$ cat config.mk
export PLATFORM = sky130hd
export DESIGN_NAME = gcla_adder
export DESIGN_NICKNAME = d
export VERILOG_FILES = /design/src/rtl/gcla_pkg.sv /design/src/rtl/gcla_pg.sv /design/src/rtl/gcla_lookahead.sv /design/src/rtl/gcla_group.sv /design/src/rtl/gcla_adder.sv
export SDC_FILE = /design/constraint.sdc
export NUM_CORES = 1
export LEC_CHECK = 0
export ABC_CLOCK_PERIOD_IN_PS = 3250
export BUFFER_PORTS_ARGS = -buffer_cell sky130_fd_sc_hd__buf_2
export CORE_MARGIN = 2
export CORE_UTILIZATION = 43
export DETAILED_ROUTE_END_ITERATION = 12
export PLACE_DENSITY_LB_ADDON = 0.1
export SETUP_SLACK_MARGIN = 0.5
export SLEW_MARGIN = 20
export SYNTH_ARGS = -nofsm -noshare
export SYNTH_HDL_FRONTEND = slang
export SYNTH_HIERARCHICAL = 1
export SYNTH_SLANG_ARGS = --single-unit
$ cat constraint.sdc
create_clock -name vclk -period 3.25
set_clock_uncertainty 0.05 [all_clocks]
set_input_delay 0.325 -clock vclk [all_inputs]
set_output_delay 0.325 -clock vclk [all_outputs]
set_load 0.005 [all_outputs]
$ cat src/rtl/gcla_pkg.sv
package gcla_pkg;
  parameter int unsigned GCLA_WIDTH   = 16;
  parameter int unsigned GCLA_GROUP_W = 4;

  typedef struct packed {
    logic g;
    logic p;
    logic h;
  } gcla_bit_t;
endpackage

$ cat src/rtl/gcla_pg.sv
module gcla_pg
  import gcla_pkg::*;
#(
  parameter int unsigned GW = GCLA_GROUP_W
) (
  input  logic [GW-1:0] x_i,
  input  logic [GW-1:0] y_i,
  output logic [GW-1:0] g_o,
  output logic [GW-1:0] p_o,
  output logic [GW-1:0] h_o
);
  for (genvar k = 0; k < GW; k++) begin : g_bit
    gcla_bit_t bt;
    always_comb begin
      bt.g = x_i[k] & y_i[k];
      bt.p = x_i[k] | y_i[k];
      bt.h = x_i[k] ^ y_i[k];
    end
    assign g_o[k] = bt.g;
    assign p_o[k] = bt.p;
    assign h_o[k] = bt.h;
  end
endmodule

$ cat src/rtl/gcla_lookahead.sv
module gcla_lookahead
  import gcla_pkg::*;
#(
  parameter int unsigned GW = GCLA_GROUP_W
) (
  input  logic [GW-1:0] g_i,
  input  logic [GW-1:0] p_i,
  input  logic          c_i,
  output logic [GW:0]   c_o
);
  if (GW == 4) begin : g_w4
    // flat two-level equations, each carry from c_i and g/p only
    always_comb begin
      c_o[0] = c_i;
      c_o[1] = g_i[0] | (p_i[0] & c_i);
      c_o[2] = g_i[1] | (p_i[1] & g_i[0]) | (p_i[1] & p_i[0] & c_i);
      c_o[3] = g_i[2] | (p_i[2] & g_i[1]) | (p_i[2] & p_i[1] & g_i[0])
             | (p_i[2] & p_i[1] & p_i[0] & c_i);
      c_o[4] = g_i[3] | (p_i[3] & g_i[2]) | (p_i[3] & p_i[2] & g_i[1])
             | (p_i[3] & p_i[2] & p_i[1] & g_i[0])
             | (p_i[3] & p_i[2] & p_i[1] & p_i[0] & c_i);
    end
  end else begin : g_wn
    // same sum-of-products form, unrolled for any width
    always_comb begin
      logic prod;
      c_o[0] = c_i;
      for (int k = 0; k < GW; k++) begin
        c_o[k+1] = 1'b0;
        for (int j = 0; j <= k; j++) begin
          prod = g_i[j];
          for (int m = j + 1; m <= k; m++) prod = prod & p_i[m];
          c_o[k+1] = c_o[k+1] | prod;
        end
        prod = c_i;
        for (int m = 0; m <= k; m++) prod = prod & p_i[m];
        c_o[k+1] = c_o[k+1] | prod;
      end
    end
  end
endmodule

$ cat src/rtl/gcla_group.sv
module gcla_group
  import gcla_pkg::*;
#(
  parameter int unsigned GW = GCLA_GROUP_W
) (
  input  logic [GW-1:0] x_i,
  input  logic [GW-1:0] y_i,
  input  logic          c_i,
  output logic [GW-1:0] s_o,
  output logic          c_o
);
  logic [GW-1:0] g, p, h;
  logic [GW:0]   c;

  gcla_pg #(.GW(GW)) u_pg (
    .x_i(x_i), .y_i(y_i), .g_o(g), .p_o(p), .h_o(h)
  );

  gcla_lookahead #(.GW(GW)) u_la (
    .g_i(g), .p_i(p), .c_i(c_i), .c_o(c)
  );

  // partial full adders
  for (genvar k = 0; k < GW; k++) begin : g_pfa
    assign s_o[k] = h[k] ^ c[k];
  end

  assign c_o = c[GW];
endmodule

$ cat src/rtl/gcla_adder.sv
module gcla_adder
  import gcla_pkg::*;
#(
  parameter int unsigned W  = GCLA_WIDTH,
  parameter int unsigned GW = GCLA_GROUP_W
) (
  input  logic [W-1:0] a_i,
  input  logic [W-1:0] b_i,
  input  logic         cin_i,
  output logic [W-1:0] sum_o,
  output logic         cout_o
);
  localparam int unsigned NG = W / GW;

  if (NG * GW != W || NG == 0) begin : g_bad_cfg
    initial $error("gcla_adder: W must be a nonzero multiple of GW");
  end

  logic [NG:0] grp_c;
  assign grp_c[0] = cin_i;

  for (genvar gi = 0; gi < NG; gi++) begin : g_grp
    gcla_group #(.GW(GW)) u_grp (
      .x_i(a_i[gi*GW +: GW]),
      .y_i(b_i[gi*GW +: GW]),
      .c_i(grp_c[gi]),
      .s_o(sum_o[gi*GW +: GW]),
      .c_o(grp_c[gi+1])
    );
  end

  assign cout_o = grp_c[NG];
endmodule

==> Yosys cells after proc, flatten, opt, wreduce, memory -nomap -nowiden <==
Cells that the tools add are included.
{ "op_classes": {"n_eq_ne": 0, "addsub": 0, "bitwise_logic": 168, "order_cmp": 0, "div_mod_pow": 0, "n_mux": 0, "reduce_logical": 0, "multipliers": 0, "shifts": 0} }
{ "op_table": {"columns": ["cell", "count"], "rows": [
  ["1-bit bitwise AND", 80],
  ["1-bit OR", 56],
  ["1-bit bitwise XOR", 32]
]} }
{ "totals": {"output_inout_bits": 17, "input_bits": 33, "reg_bits": 0, "ramBits": 0, "mem_bits_ro": 0, "n_memories": 0, "wordCells": 168, "latchBits": 0} }

==> Depth between registers and ports, before layout <==
Gate-level depths: netlist (run 1).
{ "depth": {"ltp_word": 13, "depth_mapped": 16, "mapped_depth_nobuf": 16} }

==> Modules after synthesis <==
Netlist (run 1), hierarchy kept.
{ "modules_own_cells": {"columns": ["mod", "seq_area_each_um2", "cells_each", "area_per_inst_um2", "instances"], "rows": [
  ["gcla_pg", 0.0, 20, 145.1, 4],
  ["gcla_lookahead", 0.0, 6, 46.3, 4],
  ["gcla_group", 0.0, 4, 35.0, 4]
]} }

==> Worst setup path after synthesis (run 1) <==
Ideal clock, no wire load.
{ "synth_timing": {"kind": "input-to-output", "from": "in a_i[0]", "to": "out sum_o[15]", "t_arrival_ps": 3075, "required_ps": 2875, "stages": 16, "path_buffers": 0, "slack_ps": -200, "path_cell_list": "inv_1 ha_1 inv_1 a21o_1 a21o_1 a31o_1 a21o_1 a21o_1 a31o_1 a21o_1 a21o_1 a31o_1 a21o_1 a21o_1 a21o_1 xor2_1"} }
{ "synth_via": {"elab_chain_cells": 11, "word_cells_on_any_way": 14, "classes_between": "14 x bitwise"} }
{ "synth_lines": {"columns": ["element", "line_no", "source"], "rows": [
  ["from (decl)", "gcla_adder.sv:7", "input logic [W-1:0] a_i,"],
  ["1-bit OR", "gcla_pg.sv:16", "bt.p = x_i[k] | y_i[k];"],
  ["via g_grp[0].u_grp.p[0]", "gcla_group.sv:12", "logic [GW-1:0] g, p, h;"],
  ["1-bit bitwise AND (2 in series)", "gcla_lookahead.sv:21", "| (p_i[3] & p_i[2] & p_i[1] & p_i[0] & c_i);"],
  ["1-bit OR", "gcla_lookahead.sv:21", null],
  ["via grp_c[1]", "gcla_adder.sv:19", "logic [NG:0] grp_c;"],
  ["1-bit bitwise AND", "gcla_lookahead.sv:21", null],
  ["1-bit OR", "gcla_lookahead.sv:21", null],
  ["via grp_c[2]", "gcla_adder.sv:19", null],
  ["1-bit bitwise AND", "gcla_lookahead.sv:21", null],
  ["1-bit OR", "gcla_lookahead.sv:21", null],
  ["via grp_c[3]", "gcla_adder.sv:19", null],
  ["1-bit bitwise AND", "gcla_lookahead.sv:18", "| (p_i[2] & p_i[1] & p_i[0] & c_i);"],
  ["1-bit OR", "gcla_lookahead.sv:18", null],
  ["via g_grp[3].u_grp.c[3]", "gcla_group.sv:13", "logic [GW:0] c;"],
  ["1-bit bitwise XOR", "gcla_group.sv:25", "assign s_o[k] = h[k] ^ c[k];"],
  ["to (decl)", "gcla_adder.sv:10", "output logic [W-1:0] sum_o,"]
]} }
The timed path passes the listed nets, and every way through them passes these cells.

==> Worst setup path in the final report (run 1) <==
{ "layout_timing": {"from": "in b_i[0]", "to": "out sum_o[15]"} }
{ "layout_via": {"elab_chain_cells": 11, "word_cells_on_any_way": 14, "classes_between": "14 x bitwise"} }
{ "layout_lines": {"columns": ["element", "line_no", "source"], "rows": [
  ["from (decl)", "gcla_adder.sv:8", "input logic [W-1:0] b_i,"],
  ["1-bit OR", "gcla_pg.sv:16", null],
  ["via g_grp[0].u_grp.p[0]", "gcla_group.sv:12", null],
  ["1-bit bitwise AND (2 in series)", "gcla_lookahead.sv:21", null],
  ["1-bit OR", "gcla_lookahead.sv:21", null],
  ["via grp_c[1]", "gcla_adder.sv:19", null],
  ["1-bit bitwise AND", "gcla_lookahead.sv:21", null],
  ["1-bit OR", "gcla_lookahead.sv:21", null],
  ["via grp_c[2]", "gcla_adder.sv:19", null],
  ["1-bit bitwise AND", "gcla_lookahead.sv:21", null],
  ["1-bit OR", "gcla_lookahead.sv:21", null],
  ["via grp_c[3]", "gcla_adder.sv:19", null],
  ["1-bit bitwise AND", "gcla_lookahead.sv:18", null],
  ["1-bit OR", "gcla_lookahead.sv:18", null],
  ["via g_grp[3].u_grp.c[3]", "gcla_group.sv:13", null],
  ["1-bit bitwise XOR", "gcla_group.sv:25", null]
]} }
The timed path passes the listed nets, and every way through them passes these cells.

==> out/metrics.yaml, run 1 <==
run_status: "finished with violations"
violations: "negative setup slack"
synth-seq-area-share_pct: 0
min_period_over_period_pct: 103
seq_cell_count: 0
wire_per_inst_um: 8.59
regArea_um2: 0
cp_num_buf_inv: 4
max-vdd-ir-drop_mv: 0.102
num_rows: 16
fp.dieW_um: 49.9
grt_pass1_vias: 911
total_leakage_power_nw: 0.946
wirelength_mm: 1.82
holdWs_ns: 0.870
pre_cts_ws_ns: -0.160
rsz0062_at_grt: "yes"
crit_chain: "buf_12, inv_12, ha_4, inv_2, a21o_1, a21o_1, a31o_1, a21o_1, a21o_1, a31o_1, a21o_1, a21o_1, a31o_1, a21o_1, a21o_1, a21o_1, xor2_1, buf_2"
io_pins: 50
ant_nets: 0
coreArea_um2: 1980
worst_ep_required_time_ns: 2.87
max_slew_margin_pct: 91.4
area_growth_pct: 51.1
avgSynthCellArea_um2: 7.55
critPathLaunch: "b_i[0]"
synth.largest_area_cell: "ha_1"
viasPerCell: 4.36
via_count: 924
hp-class: "in -> out"
grt_antenna_before_repair: 0
worst_path_most_repeated_cell: "a21o_1"
max_cap_violations: 0
grt_overflow: 0
drive_gt1_share_pct: 40.0
synthCells: 120
ys_types: 6
grt_max_degree: 4
power_density_nw_per_um2: 166
drc_errors: 0
initial_utilization_pct: 45.7
setup_viol: 3
path_class: "in -> out"
fill_cells: 182
fin_nets: 252
crit_family: "compound AO/OA/AOI/OAI gates"
yosys-top-cells-count: "inv_1, ha_1, a21o_1, xor2_1"
syn_nets: 185
synth_most_common_cell: "inv_1"
mappedNetlistArea_um2: 906
yosysWarnings: 6
place_hpwl_mm: 1.66
yosysTopAreaCellShare_pct: 44.2
io_buffers: 50
drtIter0Drc: 4
startpoint_type: "primary input"
grtUsageTotal_pct: 15.0
place_inst: 203
worst_path_max_delay_cell: "a31o_1"
n_clock_buffer: 0
path_max_fanout: 3
hold_start: "cin_i"
critPathMaxStageDelay_ns: 0.19
hold_viol: 0
num_antenna_cells: 0
fin_crit_ns: 3.36
layout.cells.non_filler: 212
max_freq_mhz: 297
fp.dieH_um: 49.9
slew_violations: 0
synth_area_leaders: "ha_1, inv_1, xor2_1"
setup_slack_ns: -0.112
dieArea_um2: 2490
grt_pass1_wl_mm: 3.13
crit_arrival_ns: 2.99
end_kind: "output port"
place.gp.congestion: 0.723
worstMarginPinSlew_ns: 0.129
firstDrtPassIters: 4
path summary, 6_finish.rpt:
kind	slack [ns]	to	cells after the start
max	-0.11	sum_o[15]	18
min	0.87	sum_o[0]	3
through the flow:
step / setup TNS, ns / instance area [µm²] / total power, W / util (%)
after floorplan: 0 / 936 / 0.000108 / -
after global placement: -0.198 / 1260 / 0.000195 / 63.8
after detailed placement: -0.399 / 1260 / 0.000202 / 63.8
after CTS: -0.184 / 1340 / 0.000221 / 67.6
after global routing: -0.681 / 1370 / 0.000254 / 69.1
final: -0.246 / 1370 / 0.000227 / 69.1
timing repair:
item | in CTS | in global routing
hold buffers | 0 | 0
setup buffers | 6 | 3
endpoints found under the setup margin | 7 | 8
pin swaps | 3 | 2
resized for setup | 8 | 1
layout make-up:
| class | instances | area (µm²) | share of cell area [%] |
|---|---|---|---|
| multi-input cells | 68 | 716 | 52.3 |
| repair buffers | 69 | 422 | 30.8 |
| inverters | 48 | 198 | 14.4 |
| well taps | 27 | 33.8 | 2.47 |
layout by cell type (no fill, tap or decap), drive strengths merged:
| cell | synthesis | routed |
|---|---|---|
| xor2 | 16 | 16 |
| a31o | 4 | 4 |
| inv | 48 | 48 |
| ha | 32 | 32 |
| a21o | 16 | 16 |
| buf | 4 | 69 |
report_power, final:
group	total, W	switching (W)	leakage (nW)	internal, W
logic	0.000227	0.0000943	0.946	0.000132
clock network	0	0	0	0
registers	0	0	0	0
cell families (layout without fill, tap and decap cells):
family,Yosys count,in the layout,synth area share (%)
AO/OA/AOI/OAI,20,20,17.1
XOR/XNOR,16,16,15.5
adder cells (fa/ha/maj),32,32,44.2
buffers and inverters,52,117,23.2
routing by layer:
metal | GRT usage [%] | share of wire (%)
met2 | 34.0 | 57
met1 | 13.4 | 34
met4 | 1.39 | 0.55
met3 | 2.73 | 8.5
met5 | 0 | 0
Note: power is estimated with default switching activity, not from simulation.
==> run 2: changes to the inputs <==
ABC_CLOCK_PERIOD_IN_PS = 3500   (was 3250)
clock period = 3.5 ns   (was 3.25 ns; I/O delays follow)
==> out/metrics.yaml, run 2 (synthesis results as in run 1) <==
setup_viol: 0  # -3
place_hpwl_mm: 1.57  # -5.9%
intPower_w: 0.000118  # -11%
drive_gt1_share_pct: 38.5  # -1.5 points
path_class: "in -> out"
mostFrequentLayoutCells: "buf_2, inv_1, ha_1, xor2_1, a21o_1"
swShare_pct: 42.1  # +0.52 points
run_status: "finished clean"
max_freq_mhz: 291
place_inst: 198  # -2.5%
grtUsageTotal_pct: 14.4  # -0.63 points
cts_hold_buf: 0  # unchanged
fin_area_um2: 1350  # -1.6%
placed_area_um2: 1230  # -3.0%
grt_pass1_wl_mm: 3.03  # -3.3%
max_cap_violations: 0  # unchanged
hold-path-endpoint: "sum_o[0]"
drc_errors: 0  # unchanged
max_slew_margin_pct: 90.3  # -1.1 points
end_kind: "output port"
hp-class: "in -> out"
firstDrtPassIters: 3  # -1
final_common_cell: "buf_2"
n_clock_buffer: 0  # unchanged
clock_power_share_pct: 0  # unchanged
slew_violations: 0  # unchanged
fin_crit_ns: 3.44
fp.dieW_um: 49.9  # unchanged
grt_pass1_vias: 809  # -11%
critPathLaunch: "b_i[0]"
coreArea_um2: 1980  # unchanged
final_util_pct: 67.9  # -1.1 points
startpoint_type: "primary input"
power.switching_w: 0.0000857  # -9.1%
dieArea_um2: 2490  # unchanged
tns_ns: 0  # +0.246 ns
fin_nets: 249  # -1.2%
seqPwrFrac_pct: 0  # unchanged
min_period_over_period_pct: 98.3
initial_utilization_pct: 45.7  # unchanged
io_buffers: 50  # unchanged
p_comb_share_pct: 100.0  # about the same
total_leakage_power_nw: 0.932  # -1.4%
path_max_fanout: 3  # unchanged
worst_ep_required_time_ns: 3.10  # +0.23 ns
via_count: 884  # -4.3%
wirelength_mm: 1.81  # -0.66%
viasPerCell: 4.23  # -3.0%
hold_start: "cin_i"
regArea_um2: 0  # unchanged
crit_arrival_ns: 3.04  # +0.05 ns
fp.dieH_um: 49.9  # unchanged
holdWs_ns: 0.921  # +0.0508 ns
area_growth_pct: 48.6
drtIter0Drc: 1  # -3
grt_overflow: 0  # unchanged
layout.cells.non_filler: 209  # -1.4%
hold_viol: 0  # unchanged
wire_per_inst_um: 8.66  # +0.77%
rsz0062_at_grt: "yes"
hold_depth: 3  # unchanged
place.gp.congestion: 0.677  # -6.3%
worstMarginPinSlew_ns: 0.145  # +0.0160 ns
ant_nets: 0  # unchanged
num_antenna_cells: 0  # unchanged
seq_cell_count: 0  # unchanged
io_pins: 50  # unchanged
grt_max_degree: 4  # unchanged
grt_antenna_before_repair: 0  # unchanged
power_density_nw_per_um2: 151  # -8.7%
num_rows: 16  # unchanged
max-vdd-ir-drop_mv: 0.0808  # -20%
run 2: critical path, cell delays in order:
cell and delay [ns]:
buf_12 0.11, inv_12 0.04, ha_4 0.11, inv_2 0.02, a21o_1 0.17, a21o_1 0.17, a31o_1 0.20, a21o_1 0.17
a21o_1 0.16, a31o_1 0.18, a21o_1 0.17, a21o_1 0.17, a31o_1 0.20, a21o_1 0.17, a21o_1 0.18, a21o_1 0.17
xor2_1 0.15, buf_2 0.12
run 2: cell type report:
class / instances / area, µm²
Tap cell: 27 / 33.8
Multi-Input combinational cell: 68 / 708
Fill cell: 180 / 636
Inverter: 48 / 198
Timing Repair Buffer: 66 / 407
run 2: layer usage:
metal  vias up  share of wire, %  global-route usage (%)
met1       379                42                    18.1
li1        475                 -                       -
met2        30                51                    27.6
met3         0               7.0                    1.52
met4         0                 0                       0
met5         -                 0                       0
run 2: what timing repair did:
item / CTS / global route
resized for setup: 8 / 2
buffers inserted: 7 / 4
setup endpoints to repair: 6 / 7
pin swaps: 5 / 2
endpoints found under the hold margin: 0 / 0
run 2: how the worst max path moves through the flow:
stage	end	cells after the start
floorplan	sum_o[15]	16
CTS	sum_o[15]	18
finish	sum_o[15]	18
global placement	sum_o[15]	18
detailed placement	sum_o[15]	18
global route	sum_o[15]	18
run 2: power by group through the flow:
stage	clock (W)	sequential [W]	combinational (W)
global placement	0	0	0.000172
detailed placement	0	0	0.000177
finish	0	0	0.000204
global route	0	0	0.000229
floorplan	0	0	0.000100
CTS	0	0	0.000195
run 2: per-stage QoR:
step	total power, W	setup slack (ns)
5_1_grt	0.000229	-0.115
3_5_place_dp	0.000177	-0.0354
6_report	0.000204	0.0601
3_3_place_gp	0.000172	0.0286
2_1_floorplan	0.000100	0.325
4_1_cts	0.000195	0.0688
